[src/rtl/tw_pkg.sv]
package tw_pkg;
  localparam int unsigned NUM_LVL = 3;
  localparam int unsigned FLG_V   = 0;
  localparam int unsigned FLG_WE  = 1;
  localparam int unsigned FLG_D   = 2;
  localparam int unsigned FLG_R   = 3;
  localparam int unsigned FLG_W   = 4;

  typedef enum logic [1:0] {
    S_IDLE  = 2'd0,
    S_ISSUE = 2'd1,
    S_WAIT  = 2'd2
  } tw_state_e;
endpackage

[src/rtl/tw_addr_gen.sv]
module tw_addr_gen
  import tw_pkg::*;
#(
  parameter int unsigned IDX_W     = 10,
  parameter int unsigned PA_W      = 40,
  parameter int unsigned ENT_SHIFT = 3
) (
  input  logic [NUM_LVL*IDX_W-1:0] idx_bits,
  input  logic [1:0]               lvl,
  input  logic [PA_W-1:0]          table_base,
  output logic [PA_W-1:0]          entry_addr
);
  localparam int unsigned OFS_W = IDX_W + ENT_SHIFT;

  logic [IDX_W-1:0] idx_arr [NUM_LVL];
  logic [IDX_W-1:0] sel;

  genvar g;
  generate
    for (g = 0; g < NUM_LVL; g++) begin : g_field
      assign idx_arr[g] = idx_bits[(NUM_LVL-1-g)*IDX_W +: IDX_W];
    end
  endgenerate

  always_comb begin
    sel = '0;
    for (int k = 0; k < NUM_LVL; k++) begin
      if (lvl == 2'(k + 1)) sel = idx_arr[k];
    end
  end

  logic [OFS_W-1:0] byte_ofs;
  assign byte_ofs   = {sel, {ENT_SHIFT{1'b0}}};
  assign entry_addr = table_base + PA_W'(byte_ofs);
endmodule

[src/rtl/tw_pte_decode.sv]
module tw_pte_decode
  import tw_pkg::*;
#(
  parameter int unsigned PFN_W = 27,
  parameter int unsigned OFF_W = 13
) (
  input  logic [FLG_W-1:0]       flags,
  input  logic [PFN_W-1:0]       pfn_field,
  output logic                   ent_valid,
  output logic                   ent_we,
  output logic                   ent_dirty,
  output logic                   ent_refd,
  output logic [PFN_W-1:0]       ent_pfn,
  output logic [PFN_W+OFF_W-1:0] next_base
);
  assign ent_valid = flags[FLG_V];
  assign ent_we    = flags[FLG_WE];
  assign ent_dirty = flags[FLG_D];
  assign ent_refd  = flags[FLG_R];
  assign ent_pfn   = pfn_field;
  assign next_base = {pfn_field, {OFF_W{1'b0}}};
endmodule

[src/rtl/tw_ctrl.sv]
module tw_ctrl
  import tw_pkg::*;
#(
  parameter int unsigned VPN_W = 51,
  parameter int unsigned IDX_W = 10,
  parameter int unsigned PA_W  = 40,
  parameter int unsigned PFN_W = 27
) (
  input  logic                     clk,
  input  logic                     rst_n,
  input  logic                     req_valid,
  output logic                     req_ready,
  input  logic [VPN_W-1:0]         req_vpn,
  input  logic [PA_W-1:0]          req_base,
  output logic                     mem_req_valid,
  input  logic                     mem_req_ready,
  input  logic                     mem_rsp_valid,
  output logic                     mem_rsp_ready,
  input  logic                     ent_valid,
  input  logic                     ent_we,
  input  logic                     ent_dirty,
  input  logic                     ent_refd,
  input  logic [PFN_W-1:0]         ent_pfn,
  input  logic [PA_W-1:0]          next_base,
  output logic [1:0]               walk_lvl,
  output logic [PA_W-1:0]          walk_base,
  output logic [NUM_LVL*IDX_W-1:0] walk_idx,
  output logic                     done,
  output logic                     fault,
  output logic [1:0]               fault_level,
  output logic [PFN_W-1:0]         res_pfn,
  output logic                     res_write_en,
  output logic                     res_dirty,
  output logic                     res_refd
);
  localparam int unsigned IDXS_W = NUM_LVL * IDX_W;
  localparam int unsigned SEG_W  = VPN_W - IDXS_W;
  localparam logic [1:0]  LAST   = 2'(NUM_LVL);

  tw_state_e          state_q;
  logic [1:0]         lvl_q;
  logic [PA_W-1:0]    base_q;
  logic [IDXS_W-1:0]  idx_q;
  logic               done_q, fault_q;
  logic [1:0]         flvl_q;
  logic [PFN_W-1:0]   pfn_q;
  logic               we_q, dirty_q, refd_q;

  logic [SEG_W-1:0] seg;
  logic             seg_ok, accept, rsp_take;

  assign seg      = req_vpn[VPN_W-1:IDXS_W];
  assign seg_ok   = (&seg) | ~(|seg);
  assign req_ready     = (state_q == S_IDLE) && !done_q;
  assign accept        = req_valid && req_ready;
  assign mem_req_valid = (state_q == S_ISSUE);
  assign mem_rsp_ready = (state_q == S_WAIT);
  assign rsp_take      = mem_rsp_valid && mem_rsp_ready;

  always_ff @(posedge clk) begin
    if (!rst_n) begin
      state_q <= S_IDLE;
      lvl_q   <= '0;
      base_q  <= '0;
      idx_q   <= '0;
      done_q  <= 1'b0;
      fault_q <= 1'b0;
      flvl_q  <= '0;
      pfn_q   <= '0;
      we_q    <= 1'b0;
      dirty_q <= 1'b0;
      refd_q  <= 1'b0;
    end else begin
      done_q <= 1'b0;
      unique case (state_q)
        S_IDLE: begin
          if (accept) begin
            idx_q  <= req_vpn[IDXS_W-1:0];
            base_q <= req_base;
            lvl_q  <= 2'd1;
            if (seg_ok) begin
              state_q <= S_ISSUE;
            end else begin
              done_q  <= 1'b1;
              fault_q <= 1'b1;
              flvl_q  <= 2'd0;
            end
          end
        end
        S_ISSUE: begin
          if (mem_req_ready) state_q <= S_WAIT;
        end
        S_WAIT: begin
          if (rsp_take) begin
            if (!ent_valid) begin
              done_q  <= 1'b1;
              fault_q <= 1'b1;
              flvl_q  <= lvl_q;
              state_q <= S_IDLE;
            end else if (lvl_q == LAST) begin
              done_q  <= 1'b1;
              fault_q <= 1'b0;
              flvl_q  <= 2'd0;
              pfn_q   <= ent_pfn;
              we_q    <= ent_we;
              dirty_q <= ent_dirty;
              refd_q  <= ent_refd;
              state_q <= S_IDLE;
            end else begin
              base_q  <= next_base;
              lvl_q   <= lvl_q + 2'd1;
              state_q <= S_ISSUE;
            end
          end
        end
        default: state_q <= S_IDLE;
      endcase
    end
  end

  assign walk_lvl     = lvl_q;
  assign walk_base    = base_q;
  assign walk_idx     = idx_q;
  assign done         = done_q;
  assign fault        = fault_q;
  assign fault_level  = flvl_q;
  assign res_pfn      = pfn_q;
  assign res_write_en = we_q;
  assign res_dirty    = dirty_q;
  assign res_refd     = refd_q;

  AST_BUSY_AFTER_ACCEPT: assert property (@(posedge clk) disable iff (!rst_n)
    accept |=> !req_ready);
  AST_SEG_NO_READ: assert property (@(posedge clk) disable iff (!rst_n)
    (accept && !seg_ok) |=> (done_q && fault_q && flvl_q == 2'd0 && !mem_req_valid));
  AST_LVL_RANGE: assert property (@(posedge clk) disable iff (!rst_n)
    mem_req_valid |-> (lvl_q != 2'd0));
  AST_FAULT_LEVEL: assert property (@(posedge clk) disable iff (!rst_n)
    (rsp_take && !ent_valid) |=> (done_q && fault_q && flvl_q == $past(lvl_q)));
  AST_REQ_HOLD: assert property (@(posedge clk) disable iff (!rst_n)
    (mem_req_valid && !mem_req_ready) |=> (mem_req_valid && $stable(base_q) && $stable(lvl_q)));
  AST_DONE_PULSE: assert property (@(posedge clk) disable iff (!rst_n)
    done_q |=> !done_q);
  AST_ONE_IN_FLIGHT: assert property (@(posedge clk) disable iff (!rst_n)
    mem_req_valid |-> !mem_rsp_ready);
endmodule

[src/rtl/tw_walker.sv]
module tw_walker
  import tw_pkg::*;
#(
  parameter int unsigned VA_W      = 64,
  parameter int unsigned OFF_W     = 13,
  parameter int unsigned IDX_W     = 10,
  parameter int unsigned PA_W      = 40,
  parameter int unsigned PTE_W     = 64,
  parameter int unsigned PFN_LSB   = 32,
  parameter int unsigned ENT_SHIFT = 3,
  localparam int unsigned VPN_W    = VA_W - OFF_W,
  localparam int unsigned PFN_W    = PA_W - OFF_W
) (
  input  logic             clk,
  input  logic             rst_n,
  input  logic             req_valid,
  output logic             req_ready,
  input  logic [VPN_W-1:0] req_vpn,
  input  logic [PA_W-1:0]  req_base,
  output logic             mem_req_valid,
  input  logic             mem_req_ready,
  output logic [PA_W-1:0]  mem_req_addr,
  input  logic             mem_rsp_valid,
  output logic             mem_rsp_ready,
  input  logic [PTE_W-1:0] mem_rsp_data,
  output logic             done,
  output logic             fault,
  output logic [1:0]       fault_level,
  output logic [PFN_W-1:0] res_pfn,
  output logic             res_write_en,
  output logic             res_dirty,
  output logic             res_refd
);
  localparam int unsigned IDXS_W = NUM_LVL * IDX_W;

  logic [1:0]        walk_lvl;
  logic [PA_W-1:0]   walk_base;
  logic [IDXS_W-1:0] walk_idx;
  logic              ent_valid, ent_we, ent_dirty, ent_refd;
  logic [PFN_W-1:0]  ent_pfn;
  logic [PA_W-1:0]   next_base;
  logic              unused_pte_bits;

  assign unused_pte_bits = ^{mem_rsp_data[PTE_W-1:PFN_LSB+PFN_W],
                             mem_rsp_data[PFN_LSB-1:FLG_W]};

  tw_pte_decode #(.PFN_W(PFN_W), .OFF_W(OFF_W)) u_dec (
    .flags     (mem_rsp_data[FLG_W-1:0]),
    .pfn_field (mem_rsp_data[PFN_LSB +: PFN_W]),
    .ent_valid (ent_valid),
    .ent_we    (ent_we),
    .ent_dirty (ent_dirty),
    .ent_refd  (ent_refd),
    .ent_pfn   (ent_pfn),
    .next_base (next_base)
  );

  tw_addr_gen #(.IDX_W(IDX_W), .PA_W(PA_W), .ENT_SHIFT(ENT_SHIFT)) u_agen (
    .idx_bits   (walk_idx),
    .lvl        (walk_lvl),
    .table_base (walk_base),
    .entry_addr (mem_req_addr)
  );

  tw_ctrl #(.VPN_W(VPN_W), .IDX_W(IDX_W), .PA_W(PA_W), .PFN_W(PFN_W)) u_ctrl (
    .clk           (clk),
    .rst_n         (rst_n),
    .req_valid     (req_valid),
    .req_ready     (req_ready),
    .req_vpn       (req_vpn),
    .req_base      (req_base),
    .mem_req_valid (mem_req_valid),
    .mem_req_ready (mem_req_ready),
    .mem_rsp_valid (mem_rsp_valid),
    .mem_rsp_ready (mem_rsp_ready),
    .ent_valid     (ent_valid),
    .ent_we        (ent_we),
    .ent_dirty     (ent_dirty),
    .ent_refd      (ent_refd),
    .ent_pfn       (ent_pfn),
    .next_base     (next_base),
    .walk_lvl      (walk_lvl),
    .walk_base     (walk_base),
    .walk_idx      (walk_idx),
    .done          (done),
    .fault         (fault),
    .fault_level   (fault_level),
    .res_pfn       (res_pfn),
    .res_write_en  (res_write_en),
    .res_dirty     (res_dirty),
    .res_refd      (res_refd)
  );
endmodule

[config.mk]
export PLATFORM = sky130hd
export DESIGN_NAME = tw_walker
export DESIGN_NICKNAME = d
export VERILOG_FILES = /design/src/rtl/tw_pkg.sv /design/src/rtl/tw_addr_gen.sv /design/src/rtl/tw_pte_decode.sv /design/src/rtl/tw_ctrl.sv /design/src/rtl/tw_walker.sv
export SDC_FILE = /design/constraint.sdc
export NUM_CORES = 1
export LEC_CHECK = 0
export BUFFER_PORTS_ARGS = -buffer_cell sky130_fd_sc_hd__buf_4
export CORE_AREA = 2 2 118 120
export CTS_CLUSTER_DIAMETER = 50
export CTS_CLUSTER_SIZE = 25
export DETAILED_ROUTE_END_ITERATION = 8
export DIE_AREA = 0 0 120 122
export PLACE_DENSITY = 0.73
export SETUP_SLACK_MARGIN = 0.15
export SYNTH_ARGS = -nofsm -noshare
export SYNTH_HDL_FRONTEND = slang
export SYNTH_SLANG_ARGS = --single-unit
[constraint.sdc]
create_clock -name clk -period 3.4 [get_ports clk]
set_clock_uncertainty 0.1 [all_clocks]
set_input_delay 0.51 -clock clk [delete_from_list [all_inputs] [get_ports clk]]
set_output_delay 0.51 -clock clk [all_outputs]
set_load 0.01 [all_outputs]
# Word-level counts from Yosys, hierarchy flattened
# Index checks and enable logic that the tools add are counted.
# word_totals
mem_bits_rw,0
output_inout_bits,77
memories,0
input_bits,160
regBits,108
elab_cells,79
rom_bits,0
latch_bits,0
# classes
n_addsub,2
div_mod_pow,0
bitwise,2
n_reduce_logical,13
magnitude_cmp,0
eq_ne,13
multipliers,0
shift,0
muxes,38
# op_table
op,count
40-bit two-way mux,4
40-bit case mux with 2 select lines,1
40-bit by 13-bit adder with 40-bit output,1
10-bit two-way mux,3
2-bit two-way mux,14
21-bit AND reduction,1
21-bit OR reduction,1
1-bit two-way mux,11
5-bit AND reduction,2
2-bit inequality test (second input constant),4
2-bit case mux with 2 select lines,2
4-bit AND reduction,2
2-bit == test (second input constant),3
2-bit by 1-bit inequality test with 1-bit output (second input constant),3
2-bit case mux with 3 select lines,1
2-bit by 1-bit == test with 1-bit output (second input constant),2
1-bit case mux with 2 select lines,2
1-bit logical AND,3
3-bit inequality test (second input constant),1
2-bit by 1-bit adder with 2-bit output (second input constant),1
2-bit logical NOT,1
2-bit AND reduction,1
2-bit nonzero test,1
1-bit logical NOT,1
other kinds (2),2

# Depth between registers and ports, before layout
# logic_depth
depth_word,6
mapped_depth,15
mapped_depth_nobuf,13

# Modules after synthesis
# A second synthesis with hierarchy kept.
# unflattened
cells_unflattened,783
hier_area_um2,6283.5
# by_module_without_submodules
mod,seq_area_each_um2,instances,cells_each,area_per_inst_um2
tw_ctrl,2162.1,1,547,4513.1
tw_addr_gen,0.0,1,164,1233.7
tw_pte_decode,0.0,1,72,536.8

# Worst setup path after synthesis
# No wires, ideal clock.
# synth_path
kind,reg2out
from,register u_ctrl.lvl_q[0] (netlist: u_ctrl.walk_lvl[0])
to,output mem_req_addr[21]
arrival_time_ps,2883
path_buffers,1
stages_incl_launch_ff,14
path_slack_ps,-93
t_required_ps,2790
path_cell_list,dfxtp_1 -> inv_1 -> ha_1 -> clkbuf_1 -> nor2_1 -> a21oi_1 -> o21ai_0 -> ha_1 -> fa_1 -> a21oi_1 -> o221ai_1 -> a311o_1 -> and3_1 -> a31oi_1
# synth_via
elab_chain_cells,5
elab_cells_between_ends,7
classes_between,add/sub (1); eq/ne (3); mux (3)
# synth_lines
item,line_no,source
start: declaration,tw_ctrl.sv:41,logic [1:0] lvl_q;
start signal: assignment,tw_ctrl.sv:111,lvl_q <= lvl_q + 2'd1;
2-bit by 1-bit == test with 1-bit output,tw_addr_gen.sv:28,if (lvl == 2'(k + 1)) sel = idx_arr[k];
10-bit two-way mux (2 in series),tw_addr_gen.sv:28,
10-bit two-way mux *,tw_addr_gen.sv:28,
40-bit by 13-bit adder with 40-bit output *,tw_addr_gen.sv:34,assign entry_addr = table_base + PA_W'(byte_ofs);
end: declaration,tw_walker.sv:22,"output logic [PA_W-1:0] mem_req_addr,"
# Every way passes the cells marked *; elsewhere a longest branch is shown, timed or not.

# Worst setup path in the final report
# layout_path
from,register u_ctrl.lvl_q[0] (netlist: u_ctrl.walk_lvl[0])
to,output mem_req_addr[18]
# Same word-level chain as after synthesis.

==> run summary <==
Hold crit path type: in2reg
H-Tree Depth: 3
Final hold violation count: 0
CP Data Required Time: 2.79 ns
Max Cap Viol: 0
Initial DRC count: 486
Core Region: 13500 µm²
Die area: 14600 µm²
Vias in the first global route: 6008
Delay-heaviest family, CP: compound AO/OA/AOI/OAI gates
WL final: 19700 µm
Pre-CTS setup slack: -0.388 ns
Chip height: 122 µm
Netlist cell types: 45
Critical hold path startpoint: req_vpn[27]
Clock buffer depth: 2
Net Sw Power: 813 µW
Register-to-Register Path Depth: 9
Arr. time, crit path: 3.32 ns
Placer Congestion: 0.939
First-pass iteration count of the detailed router: 5
Fin crit share: 116%
CP max stage delay: 0.58 ns
Global-route wire length before repair: 30200 µm
Vias: 6413
Pleak: 0.00392 µW
Register area share after synthesis: 37.3%
Slowest-stage cell, CP: a2111o_2
Critical Path Fanout Max: 9
Setup crit end kind: output port
Reg clk slew, reported paths: 0.07 ns
Worst flop-to-flop path startpoint: u_ctrl.walk_lvl[0]$_SDFFE_PN0P_
Worst Hold Depth: 3
Status: finished with violations
Synth Instances: 763
R2r setup slk: 0.87 ns
Row cnt: 43
# IOs: 237
Hold endpoint: u_ctrl.walk_idx[27]$_SDFFE_PN0P_
FF+latch count, synth: 108
Period minus WS final: 3.93 ns
CTS Sinks: 108
Worst skew pair latency: 0.35 ns
Synth-to-Final Area Change: 52.8%
Int Power: 2220 µW
Total CTS buffers: 9
Port bufs: 203
Hold bufs inserted after CTS: 0
Die width: 120 µm
Final antenna-violating net count: 0
Slew headroom: 34.4%
Largest cells by area after synthesis: dfxtp_1 37%, nand2_1 15%, a21boi_0 8.0%
Worst VDD drop: 0.276 mV
Synth Flop Type: dfxtp_1
Async set-reset flop share out of synthesis: 0%
DR DRC count: 0
Routed WL per cell: 16.9 µm
Antenna Cells: 0
RSZ-0062 raised after global routing: true
Pin count of the biggest net entering global routing: 110
Sw Ratio: 26.8%
Mapped Nets: 937
Global route overflow: 0
Flop pwr share: 45.9%
Setup WS post-layout: -0.533 ns
CTS root buf: clkbuf_16
CP cell instances: inv_4 -> ha_4 -> buf_8 -> a21oi_2 -> o21ai_0 -> buf_4 -> ha_4 -> buf_6 -> nand2_2 -> a2111o_2 -> a31oi_2 -> xor2_1 -> buf_4
Failing checks: setup timing
Number of nets in the layout: 1156
Post-layout util: 65.6%
Number of synthesized flops with an enable pin: 0
WP buf/inv: 5
Post-DR vias/cell: 5.50
Maximum clock rate: 0.254 GHz
Combinational share of power: 18.0%
Post-DP HPWL: 12900 µm
Initial Util: 43.0%
Crit path kind: reg2out
Syn Std Cell Area: 5800 µm²
Cell Pwr Density: 342 nW/µm²
Setup crit start kind: flip-flop
Finish-stage setup viols: 30
CTS tree: done
Leading area contributor after synthesis: dfxtp_1
Critical R2R Capture: u_ctrl.walk_base[37]$_SDFFE_PN0P_
Share of layout cells above drive strength 1: 38.9%
Mean Syn Cell Area: 7.60 µm²
Initial antenna violation count: 0
GR Util All Layers: 26.0%
Fin. max-slew vios: 0
Worst slew pin tran: 0.985 ns
Synth top area share: 37.3%
Clk pwr share: 36.1%
Warnings from Yosys: 0
flip-flops by register name, indices dropped and copies added, names as in the netlist:
name,cells
u_ctrl.walk_base,40
u_ctrl.walk_idx,30
u_ctrl.res_pfn,27
u_ctrl.fault_level,2
u_ctrl.state_q,2
u_ctrl.walk_lvl,2
u_ctrl.done,1
u_ctrl.fault,1
u_ctrl.res_dirty,1
u_ctrl.res_refd,1
u_ctrl.res_write_en,1
per-layer routing:
layer / wire length (µm) / global-route usage, %
met1: 8230 / 33.0
met2: 9540 / 43.1
met3: 1320 / 5.81
met4: 641 / 10.1
met5: 0 / 0
cells by family after synthesis:
logic type / Yosys count / share of synthesized area (%)
flip-flops: 108 / 37.3
AO/OA/AOI/OAI: 171 / 21.7
XOR/XNOR: 30 / 4.53
adder cells (fa/ha/maj): 14 / 3.15
AND/OR/NAND/NOR: 371 / 28.2
buffers and inverters: 69 / 5.20
tightest hold or removal path, cell delays in order:
cell      delay [ns]
buf_4           0.10
nand2_1         0.04
a21boi_0        0.06
power groups by stage:
stage                     clock network [µW]  logic, µW  registers [µW]
after floorplan                            0        238            1390
after global placement                     0        476            1410
after detailed placement                   0        482            1410
after CTS                               1110        524            1390
after global routing                    1160        593            1400
final                                   1090        546            1390
through the flow:
step	setup TNS (ns)	total power, µW	hold slack [ns]	cells	instance area, µm²
floorplan	0	1630	0.335	763	5880
CTS	-9.25	3020	0.301	1160	8590
detailed placement	-7.40	1900	0.351	1124	7680
finish	-10.37	3030	0.308	1167	8860
global placement	-7.19	1890	0.341	1124	7680
global route	-14.84	3150	0.306	1167	8860
synthesized netlist by cell type, drive strengths merged (3+ instances only):
cell type and instances:
a21oi 24, a41oi 3, and3 8, nor3 12
xnor2 17, nand4 21, dfxtp 108, ha 13
a31oi 12, o21ai 16, buf 20, nand3 57
clkbuf 41, and4 3, o211a 26, nor4 8
and2 6, xor2 13, inv 8, a21boi 73
nor2 18, nand2 229
placed cells by master, fill, tap and decap left out, drive strengths merged, types with 8 or more instances in the layout:
master / instances
nand2: 229
nand3: 57
dfxtp: 108
a31oi: 12
a21oi: 24
nor4: 8
xor2: 13
inv: 9
o211a: 26
o21ai: 16
nor3: 12
nand4: 21
buf: 267
ha: 13
nor2: 18
and3: 8
xnor2: 17
a21boi: 73
clkbuf: 13
final cells by class:
cell class,count,area [µm²]
clock inverters,4,56.3
inverters,8,37.5
repair buffers,268,2150
clock buffers,12,246
multi-input cells,587,3970
flip-flops and latches,108,2170
fillers,1138,4640
well taps,180,225
repair_timing:
action                     4_1_cts  5_1_grt
hold endpoints to repair         0        0
setup endpoints to repair       34       33
resized for setup              102       45
pin swaps                       36       28
gates cloned                     3        0
setup buffers                   17        7
worst max path at each step:
stage                            end  cells after the start                             from
CTS                 mem_req_addr[31]                     14  u_ctrl.walk_lvl[0]$_SDFFE_PN0P_
finish              mem_req_addr[18]                     13  u_ctrl.walk_lvl[0]$_SDFFE_PN0P_
detailed placement  mem_req_addr[20]                     13  u_ctrl.walk_lvl[0]$_SDFFE_PN0P_
global placement    mem_req_addr[20]                     13  u_ctrl.walk_lvl[0]$_SDFFE_PN0P_
global route        mem_req_addr[18]                     14  u_ctrl.walk_lvl[1]$_SDFFE_PN0P_
floorplan           mem_req_addr[31]                     15  u_ctrl.walk_lvl[1]$_SDFFE_PN0P_
Power figures use the tool's default switching activity.
